[src/rtl/hsb_pkg.sv]
`timescale 1ns/1ps
package hsb_pkg;

   // Controller states: read branch, write branch, shared return wait.
   typedef enum logic [3:0] {
      ST_IDLE    = 4'd0,
      ST_R_WACK  = 4'd1,
      ST_R_XON   = 4'd2,
      ST_R_HOLD  = 4'd3,
      ST_R_DOWN  = 4'd4,
      ST_W_XON   = 4'd5,
      ST_W_WACK  = 4'd6,
      ST_W_XOFF  = 4'd7,
      ST_W_HOLD  = 4'd8,
      ST_RET     = 4'd9
   } hsb_state_e;

   // Bit positions of the synchronized input bundle.
   localparam int IN_RD  = 0;
   localparam int IN_WR  = 1;
   localparam int IN_ACK = 2;
   localparam int IN_W   = 3;

endpackage

[src/rtl/hsb_sync.sv]
`timescale 1ns/1ps
module hsb_sync #(
   parameter int STAGES = 2,
   parameter int WIDTH  = 3
) (
   input  logic             clk,
   input  logic             rst_n,
   input  logic [WIDTH-1:0] d_i,
   output logic [WIDTH-1:0] q_o
);

   localparam int TOP = STAGES - 1;

   generate
      if (STAGES < 2) begin : g_bad_depth
         $error("hsb_sync: STAGES must be at least 2");
      end
      if (WIDTH < 1) begin : g_bad_width
         $error("hsb_sync: WIDTH must be at least 1");
      end
   endgenerate

   generate
      for (genvar b = 0; b < WIDTH; b++) begin : g_bit
         logic [TOP:0] chain;
         always_ff @(posedge clk or negedge rst_n) begin
            if (!rst_n) chain <= '0;
            else        chain <= {chain[TOP-1:0], d_i[b]};
         end
         assign q_o[b] = chain[TOP];
      end
   endgenerate

endmodule

[src/rtl/hsb_viol.sv]
`timescale 1ns/1ps
module hsb_viol
   import hsb_pkg::*;
(
   input  hsb_state_e state_i,
   input  logic       rd_i,
   input  logic       wr_i,
   input  logic       ack_i,
   output logic       viol_o
);

   // Which input combinations are illegal in each state.
   always_comb begin
      unique case (state_i)
         ST_IDLE:   viol_o = (rd_i && wr_i) || ack_i;
         ST_R_WACK: viol_o = !rd_i || wr_i;
         ST_R_XON:  viol_o = !rd_i || wr_i || !ack_i;
         ST_R_HOLD: viol_o = wr_i || !ack_i;
         ST_R_DOWN: viol_o = wr_i || !ack_i;
         ST_W_XON:  viol_o = !wr_i || rd_i || ack_i;
         ST_W_WACK: viol_o = !wr_i || rd_i;
         ST_W_XOFF: viol_o = !wr_i || rd_i || !ack_i;
         ST_W_HOLD: viol_o = rd_i || !ack_i;
         ST_RET:    viol_o = 1'b0;
         default:   viol_o = 1'b1;
      endcase
   end

endmodule

[src/rtl/hsb_seq.sv]
`timescale 1ns/1ps
module hsb_seq
   import hsb_pkg::*;
(
   input  logic       clk,
   input  logic       rst_n,
   input  logic       rd_i,
   input  logic       wr_i,
   input  logic       ack_i,
   input  logic       viol_i,
   output hsb_state_e state_o,
   output logic       dev_stb_o,
   output logic       xcvr_en_o,
   output logic       bus_ack_o,
   output logic       err_o
);

   hsb_state_e state;
   logic       phase_up;   // set on the way up, cleared on the return phase

   assign state_o = state;

   always_ff @(posedge clk or negedge rst_n) begin
      if (!rst_n) begin
         state     <= ST_IDLE;
         phase_up  <= 1'b0;
         dev_stb_o <= 1'b0;
         xcvr_en_o <= 1'b0;
         bus_ack_o <= 1'b0;
         err_o     <= 1'b0;
      end else if (viol_i) begin
         state     <= ST_IDLE;
         phase_up  <= 1'b0;
         dev_stb_o <= 1'b0;
         xcvr_en_o <= 1'b0;
         bus_ack_o <= 1'b0;
         err_o     <= 1'b1;
      end else begin
         unique case (state)
            ST_IDLE: begin
               if (rd_i) begin
                  dev_stb_o <= 1'b1;
                  phase_up  <= 1'b1;
                  state     <= ST_R_WACK;
               end else if (wr_i) begin
                  xcvr_en_o <= 1'b1;
                  phase_up  <= 1'b1;
                  state     <= ST_W_XON;
               end
            end
            ST_R_WACK: begin
               if (ack_i) begin
                  xcvr_en_o <= 1'b1;
                  state     <= ST_R_XON;
               end
            end
            ST_R_XON: begin
               bus_ack_o <= 1'b1;
               state     <= ST_R_HOLD;
            end
            ST_R_HOLD: begin
               if (!rd_i) begin
                  xcvr_en_o <= 1'b0;
                  state     <= ST_R_DOWN;
               end
            end
            ST_R_DOWN: begin
               dev_stb_o <= 1'b0;
               bus_ack_o <= 1'b0;
               phase_up  <= 1'b0;
               state     <= ST_RET;
            end
            ST_W_XON: begin
               dev_stb_o <= 1'b1;
               state     <= ST_W_WACK;
            end
            ST_W_WACK: begin
               if (ack_i) begin
                  xcvr_en_o <= 1'b0;
                  state     <= ST_W_XOFF;
               end
            end
            ST_W_XOFF: begin
               bus_ack_o <= 1'b1;
               state     <= ST_W_HOLD;
            end
            ST_W_HOLD: begin
               if (!wr_i) begin
                  dev_stb_o <= 1'b0;
                  bus_ack_o <= 1'b0;
                  phase_up  <= 1'b0;
                  state     <= ST_RET;
               end
            end
            ST_RET: begin
               if (!ack_i) state <= ST_IDLE;
            end
            default: state <= ST_IDLE;
         endcase
      end
   end

   // transceiver already off on the clock before the local strobe drops
   a_r7_xcvr_off_first: assert property (@(posedge clk) disable iff (!rst_n || err_o)
      $fell(dev_stb_o) |-> !$past(xcvr_en_o));

   // bus acknowledge only rises inside an established local strobe
   a_r3_ack_inside_stb: assert property (@(posedge clk) disable iff (!rst_n || err_o)
      $rose(bus_ack_o) |-> (dev_stb_o && $past(dev_stb_o)));

   // a cycle only starts while the device acknowledge is seen low
   a_r8_start_ack_low: assert property (@(posedge clk) disable iff (!rst_n || err_o)
      $rose(phase_up) |-> !$past(ack_i));

   // no output moves on two consecutive edges
   a_r13_stb_once: assert property (@(posedge clk) disable iff (!rst_n || err_o)
      !$stable(dev_stb_o) |=> $stable(dev_stb_o));
   a_r13_xcvr_once: assert property (@(posedge clk) disable iff (!rst_n || err_o)
      !$stable(xcvr_en_o) |=> $stable(xcvr_en_o));
   a_r13_ack_once: assert property (@(posedge clk) disable iff (!rst_n || err_o)
      !$stable(bus_ack_o) |=> $stable(bus_ack_o));

   // the error flag never clears without reset
   a_r12_err_sticky: assert property (@(posedge clk) disable iff (!rst_n)
      err_o |=> err_o);

endmodule

[src/rtl/hsb_ctrl.sv]
`timescale 1ns/1ps
module hsb_ctrl
   import hsb_pkg::*;
#(
   parameter int SYNC_STAGES = 2
) (
   input  logic clk,
   input  logic rst_n,
   input  logic rd_req_i,
   input  logic wr_req_i,
   input  logic dev_ack_i,
   output logic dev_stb_o,
   output logic xcvr_en_o,
   output logic bus_ack_o,
   output logic proto_err_o
);

   generate
      if (SYNC_STAGES < 2) begin : g_bad_sync
         $error("hsb_ctrl: SYNC_STAGES must be at least 2");
      end
   endgenerate

   logic [IN_W-1:0] raw_in;
   logic [IN_W-1:0] syn_in;
   hsb_state_e      state;
   logic            viol;

   assign raw_in[IN_RD]  = rd_req_i;
   assign raw_in[IN_WR]  = wr_req_i;
   assign raw_in[IN_ACK] = dev_ack_i;

   hsb_sync #(
      .STAGES (SYNC_STAGES),
      .WIDTH  (IN_W)
   ) u_sync (
      .clk   (clk),
      .rst_n (rst_n),
      .d_i   (raw_in),
      .q_o   (syn_in)
   );

   hsb_viol u_viol (
      .state_i (state),
      .rd_i    (syn_in[IN_RD]),
      .wr_i    (syn_in[IN_WR]),
      .ack_i   (syn_in[IN_ACK]),
      .viol_o  (viol)
   );

   hsb_seq u_seq (
      .clk       (clk),
      .rst_n     (rst_n),
      .rd_i      (syn_in[IN_RD]),
      .wr_i      (syn_in[IN_WR]),
      .ack_i     (syn_in[IN_ACK]),
      .viol_i    (viol),
      .state_o   (state),
      .dev_stb_o (dev_stb_o),
      .xcvr_en_o (xcvr_en_o),
      .bus_ack_o (bus_ack_o),
      .err_o     (proto_err_o)
   );

   // outputs quiet on the clock following any reset cycle
   a_r1_reset_quiet: assert property (@(posedge clk)
      !rst_n |=> (!dev_stb_o && !xcvr_en_o && !bus_ack_o && !proto_err_o));

   // an error drops every handshake output on the same edge
   a_r10_err_clears: assert property (@(posedge clk) disable iff (!rst_n)
      $rose(proto_err_o) |-> (!dev_stb_o && !xcvr_en_o && !bus_ack_o));

endmodule

[config.mk]
export PLATFORM = sky130hd
export DESIGN_NAME = hsb_ctrl
export DESIGN_NICKNAME = d
export VERILOG_FILES = /design/src/rtl/hsb_pkg.sv /design/src/rtl/hsb_sync.sv /design/src/rtl/hsb_viol.sv /design/src/rtl/hsb_seq.sv /design/src/rtl/hsb_ctrl.sv
export SDC_FILE = /design/constraint.sdc
export NUM_CORES = 1
export LEC_CHECK = 0
export BUFFER_PORTS_ARGS = -buffer_cell sky130_fd_sc_hd__buf_2
export CORE_MARGIN = 2
export CORE_UTILIZATION = 60
export CTS_CLUSTER_SIZE = 24
export DETAILED_ROUTE_END_ITERATION = 6
export PLACE_DENSITY = 0.91
export SETUP_SLACK_MARGIN = 0.5
export SLEW_MARGIN = 0
export SYNTH_ARGS = -nofsm -noshare
export SYNTH_HDL_FRONTEND = slang
export SYNTH_SLANG_ARGS = --single-unit
[constraint.sdc]
create_clock -name clk -period 4.45 [get_ports clk]
set_input_delay 0.2225 -clock clk [delete_from_list [all_inputs] [get_ports clk]]
set_output_delay 0.2225 -clock clk [all_outputs]
set_load 0.03 [all_outputs]
==> Word level (Yosys, flattened, before mapping) <==
Cells that the tools add are included.
{ "word_totals": {"reg_bits": 14, "latchBits": 0, "ramBits": 0, "mem_bits_ro": 0, "input_bits": 5, "out_inout_bits": 4, "elab_cells": 71, "n_memories": 0} }
{ "op_classes": {"add_sub_neg": 0, "multipliers": 0, "n_div": 0, "n_lt_le_gt_ge": 0, "eq_ne": 18, "shifts": 0, "mux": 23, "n_bitwise": 0, "n_reduce_logical": 22} }
{ "op_table": {"columns": ["cell", "n"], "rows": [
  ["$pmux 4 s10", 1],
  ["$mux 4", 8],
  ["$ne 3x2->1 const B", 8],
  ["$eq 4x3->1 const B", 4],
  ["$reduce_and 6->1", 2],
  ["$mux 1", 10],
  ["$reduce_bool 5->1", 2],
  ["$pmux 1 s9", 1],
  ["$eq 4x2->1 const B", 2],
  ["$eq 4x4->1 const B", 2],
  ["$logic_or 1x1->1", 8],
  ["$pmux 1 s4", 2],
  ["$eq 4x1->1 const B", 1],
  ["$logic_not 4->1", 1],
  ["$ne 4x3->1 const B", 1],
  ["$reduce_bool 4->1", 1],
  ["$reduce_or 2->1", 2],
  ["$logic_not 1->1", 3],
  ["$pmux 1 s3", 1],
  ["$reduce_and 3->1", 1],
  ["$reduce_and 2->1", 1],
  ["$logic_and 1x1->1", 1]
]} }

==> Longest topological paths before layout <==
{ "depth": {"depth_word": 6, "ltp_mapped": 7, "depth_no_buf": 5} }

==> By module <==
A second synthesis with hierarchy kept.
{ "hier_totals": {"cells_unflattened": 98, "area_unflattened_um2": 908.4} }
{ "by_module_without_submodules": {"columns": ["mod", "instances", "cells_per_inst", "area_per_inst_um2", "seq_area_each_um2"], "rows": [
  ["hsb_seq", 1, 71, 620.6, 200.2],
  ["hsb_sync", 1, 9, 172.7, 150.1],
  ["hsb_viol", 1, 18, 115.1, 0.0]
]} }

==> Worst setup path before layout <==
OpenSTA, ideal clock, no wires.
{ "synth_timing": {"kind": "flip-flop to flip-flop", "start": "register u_seq.state[1] (netlist: u_seq.state_o[1])", "end": "register u_seq.err_o", "setup_ns": 0.124, "t_arrival_ns": 1.519, "t_required_ns": 4.326, "slack_ns": 2.807, "path_stages_with_launch": 7, "path_buffers": 1, "period_less_slack_ns": 1.643, "path_cell_list": "dfrtp_1 buf_6 nor2_1 a21boi_2 o221ai_2 a211o_4 or2_1"} }
{ "synth_between": {"elab_chain_len": 3, "elab_cells_between_ends": 12, "classes_between": "9 x eq/ne; 1 x mux; 2 x reduce/logical"} }
{ "synth_rtl": {"columns": ["item", "line_no", "text"], "rows": [
  ["start, declared", "hsb_seq.sv:18", "hsb_state_e state;"],
  ["start signal, assigned", "hsb_seq.sv:25", "state <= ST_IDLE;"],
  ["start signal, assigned", "hsb_seq.sv:32", "state <= ST_IDLE;"],
  ["start signal, assigned", "hsb_seq.sv:44", "state <= ST_R_WACK;"],
  ["$eq 4x3->1 or $eq 4x2->1 (tied branches)", "hsb_viol.sv:14", "unique case (state_i)"],
  ["$reduce_or 2->1 (no line)", null, null],
  ["$pmux 1 s9 *", "hsb_viol.sv:14", null],
  ["end signal, assigned", "hsb_seq.sv:30", "err_o <= 1'b0;"],
  ["end signal, assigned", "hsb_seq.sv:37", "err_o <= 1'b1;"],
  ["end, declared", "hsb_seq.sv:15", "output logic err_o"]
]} }
Every way passes the cells marked *; elsewhere a longest branch is shown, timed or not.
A chain may end at the register's enable or synchronous reset.

==> Final worst setup path <==
{ "layout_timing": {"start": "register u_seq.state[0] (netlist: u_seq.state_o[0])", "end": "register u_seq.err_o"} }
Same word-level chain as after synthesis.

==> flow_metrics.py <==
metrics = {
    "sta": {
        "rsz0062_at_grt": "no",
        "final_max_slew_viol_count": 0,
        "fin_crit_sh": 0.4347,
        "max_freq_mhz": 516.9,
        "min_period_ns": 1.934,
        "clock_skew_ns": 0.003656,
        "final.setup.tns_ns": 0,
        "final_hold_viol_count": 0,
        "tightest_slew_ns": 0.4796,
        "report.final.setup_viol": 0,
        "slew_headroom": 0.6803,
    },
    "grt": {
        "grt_pass1_wl_um": 2808,
        "grt_start_max_net_pins": 18,
        "antenna_found_initial": 0,
        "gr-total-overflow": 0,
        "grt_pass1_vias": 622,
        "grtUsageTotal": 0.2100,
    },
    "route": {
        "dr.pass1.iters": 4,
        "dr.max_layer_used": "met4",
        "met3RoutedLength_um": 148,
        "vias": 751,
        "wl_met1_um": 721,
        "wl_met2_um": 836,
        "drt_wl_total_um": 1751,
        "first_iter_violations": 32,
        "wl_per_cell_um": 14.84,
        "viasPerCell": 6.364,
        "antenna_left": 0,
        "drc": 0,
    },
    "yosys": {
        "synth_cell_types": 33,
        "yosysSeqAreaShare": 0.3989,
        "ys_async_sr_fraction": 1.000,
        "yosysMostFrequentCell": "dfrtp_1",
        "synth.avg_cell_area_sq_um": 8.963,
        "synth_seq_cells": 14,
        "yosysTopAreaCell": "dfrtp_1",
        "netlist_top_cells_count": "dfrtp_1 (14), a21oi_1 (11), nor2_1 (10)",
        "synth_edf_count": 0,
        "synth_warnings": 0,
        "syn_nets": 103,
        "synthCells": 98,
        "ys_top_cells_by_area": "dfrtp_1 (40%), a21oi_1 (6.3%), nand2b_1 (5.0%)",
        "netlist_area_sq_um": 878.3,
        "synth_top_area_frac": 0.3989,
        "ys.flop_type": "dfrtp_1",
    },
    "critical_path": {
        "worst_setup_path_start_kind": "flop",
        "cpMaxStageDelayCell": "dfrtp_1",
        "crit_required_ns": 4.61,
        "critical-path-top-delay-family": "flip-flops",
        "cp_cell_sequence": "nand2b_1, xnor2_1, o2bb2ai_1, a211o_4, or2_1",
        "max_stage_delay_ns": 0.64,
        "cp_num_buf_inv": 0,
        "crit_fanout": 17,
        "worstPathArrival_ns": 2.10,
        "path_class": "reg2reg",
        "cp-end-kind": "flop",
    },
    "floorplanning": {
        "start_util": 0.6585,
        "num_io_pins": 9,
        "core_sq_mm": 0.001334,
        "die_h_um": 42.26,
        "dieArea_sq_mm": 0.001786,
        "die_w_um": 42.26,
        "rows": 13,
    },
    "power": {
        "power_leakage_nw": 0.4115,
        "internal_power_mw": 0.3546,
        "irDropWorstVdd_uv": 489.2,
        "p_sw_mw": 0.3111,
        "power_frac_clock": 0.133,
        "p_seq_frac": 0.336,
        "power.share.combinational": 0.531,
        "swShare": 0.4673,
        "powerDensity_mw_per_mm2": 707.5,
    },
    "layout": {
        "fillers": 80,
        "drive_above_1_share": 0.2233,
        "final_area_sq_um": 940.9,
        "nNetsFinal": 109,
        "finish.utilization": 0.7054,
        "antenna_cells": 0,
        "area_growth_syn_to_layout_pct": 7.123,
    },
    "worst_hold_path": {
        "worstHoldPathType": "in2reg",
    },
    "clocking": {
        "post_cts_buffers": 0,
        "cts_tree": "yes",
        "cts.sinks": 14,
        "ctsResizeCount": 0,
        "numCtsBuffers": 3,
        "ctsHoldBuffers": 1,
        "clk_pin_slew_worst_paths_ns": 0.08,
        "clk_latency_ns": 0.28,
        "root_buffer": "clkbuf_4",
        "cts_max_level": 1,
        "cts_buffer_depth": 2,
    },
    "placed_design": {
        "portBuffers": 8,
        "dpl.hpwl_um": 1194,
        "place_area_sq_um": 894.6,
        "gp_congestion": 0.8784,
    },
    "run_status": {
        "status": "finished, final reports clean",
    },
    "flow_run": {
        "maxCapViolCount": 0,
    },
}
[state kept, by name, indices dropped and copies added (netlist names)]
| signal | count |
|---|---|
| u_seq.xcvr_en_o | 1 |
| u_seq.state_o | 4 |
| u_seq.dev_stb_o | 1 |
| u_seq.err_o | 1 |
| u_seq.bus_ack_o | 1 |
| u_sync.g_bit.chain | 6 |
[routing by layer]
metal / up-vias / track usage
li1: 354 / -
met1: 344 / 0.2737
met2: 45 / 0.3385
met3: 8 / 0.03017
met4: 0 / 0.1063
met5: - / 0
[cell type report]
type / count / area [sq um] / share of cell area
multi-input combinational: 73 / 474.2 / 0.5040
sequential: 14 / 350.3 / 0.3723
timing repair buffer: 9 / 50.05 / 0.05319
clock buffer: 4 / 36.28 / 0.03856
tap: 15 / 18.77 / 0.01995
inverter: 3 / 11.26 / 0.01197
[metrics by stage]
step / power, mW / instances / hold WS, ns / setup slack [ns]
after floorplan: 0.5123 / 98 / -0.07309 / 2.807
after global placement: 0.5533 / 113 / 0.1143 / 2.593
after detailed placement: 0.5667 / 113 / 0.1190 / 2.563
after CTS: 0.6650 / 118 / 0.03494 / 2.542
after global routing: 0.7127 / 118 / 0.02837 / 2.414
final: 0.6657 / 118 / 0.04295 / 2.516
[path summary, 6_finish.rpt]
path                            depth (start not counted)  slack (ns)                startpoint                  endpoint
worst max-delay path                                    5        2.52          u_seq.state_o[0]               u_seq.err_o
worst min-delay path                                    1        0.04                  wr_req_i  u_sync.g_bit[1].chain[0]
worst max register to register                          5        2.52          u_seq.state_o[0]               u_seq.err_o
worst min register to register                          0        0.36  u_sync.g_bit[1].chain[0]  u_sync.g_bit[1].chain[1]
max in group asynchronous                               2        3.88                     rst_n           u_seq.xcvr_en_o
min in group asynchronous                               2        0.35                     rst_n  u_sync.g_bit[0].chain[0]
[power groups by stage]
stage                     logic [mW]  clock network, mW  registers, mW
after floorplan                0.324                  0          0.188
after global placement         0.332                  0          0.221
after detailed placement       0.342                  0          0.225
after CTS                      0.353             0.0906          0.221
after global routing           0.387             0.0952          0.231
final                          0.354             0.0885          0.223
[placed cells by master, fill, tap and decap left out]
| cell type | n |
|---|---|
| dfrtp_1 | 14 |
| a21oi_1 | 11 |
| nor2_1 | 10 |
| o21ai_0 | 8 |
| buf_2 | 8 |
| nand2b_1 | 7 |
| nand2_1 | 5 |
| nor2b_1 | 4 |
| inv_1 | 3 |
| nor3_2 | 3 |
| clkbuf_4 | 3 |
| or2_2 | 2 |
| nand3_1 | 2 |
| o211ai_1 | 2 |
| a21o_1 | 2 |
| a211oi_2 | 2 |
| xnor2_1 | 1 |
| o2bb2ai_1 | 1 |
| a21boi_2 | 1 |
| nand2b_4 | 1 |
| o221ai_2 | 1 |
| a32oi_1 | 1 |
| or4b_1 | 1 |
| a211o_4 | 1 |
| o21a_1 | 1 |
| xor2_1 | 1 |
| nor3_1 | 1 |
| a221oi_1 | 1 |
| a2bb2oi_1 | 1 |
| o31ai_1 | 1 |
| or2_1 | 1 |
| clkbuf_8 | 1 |
| dlygate4sd3_1 | 1 |
[kinds of logic (layout without fill, tap and decap cells)]
| group | Yosys count | after routing | synth area share |
|---|---|---|---|
| buffers and inverters | 11 | 16 | 0.06124 |
| AND/OR/NAND/NOR | 37 | 37 | 0.2422 |
| flip-flops | 14 | 14 | 0.3989 |
| XOR/XNOR | 2 | 2 | 0.01995 |
| AO/OA/AOI/OAI | 34 | 34 | 0.2778 |
No activity file was read; power rests on OpenSTA's default activity.
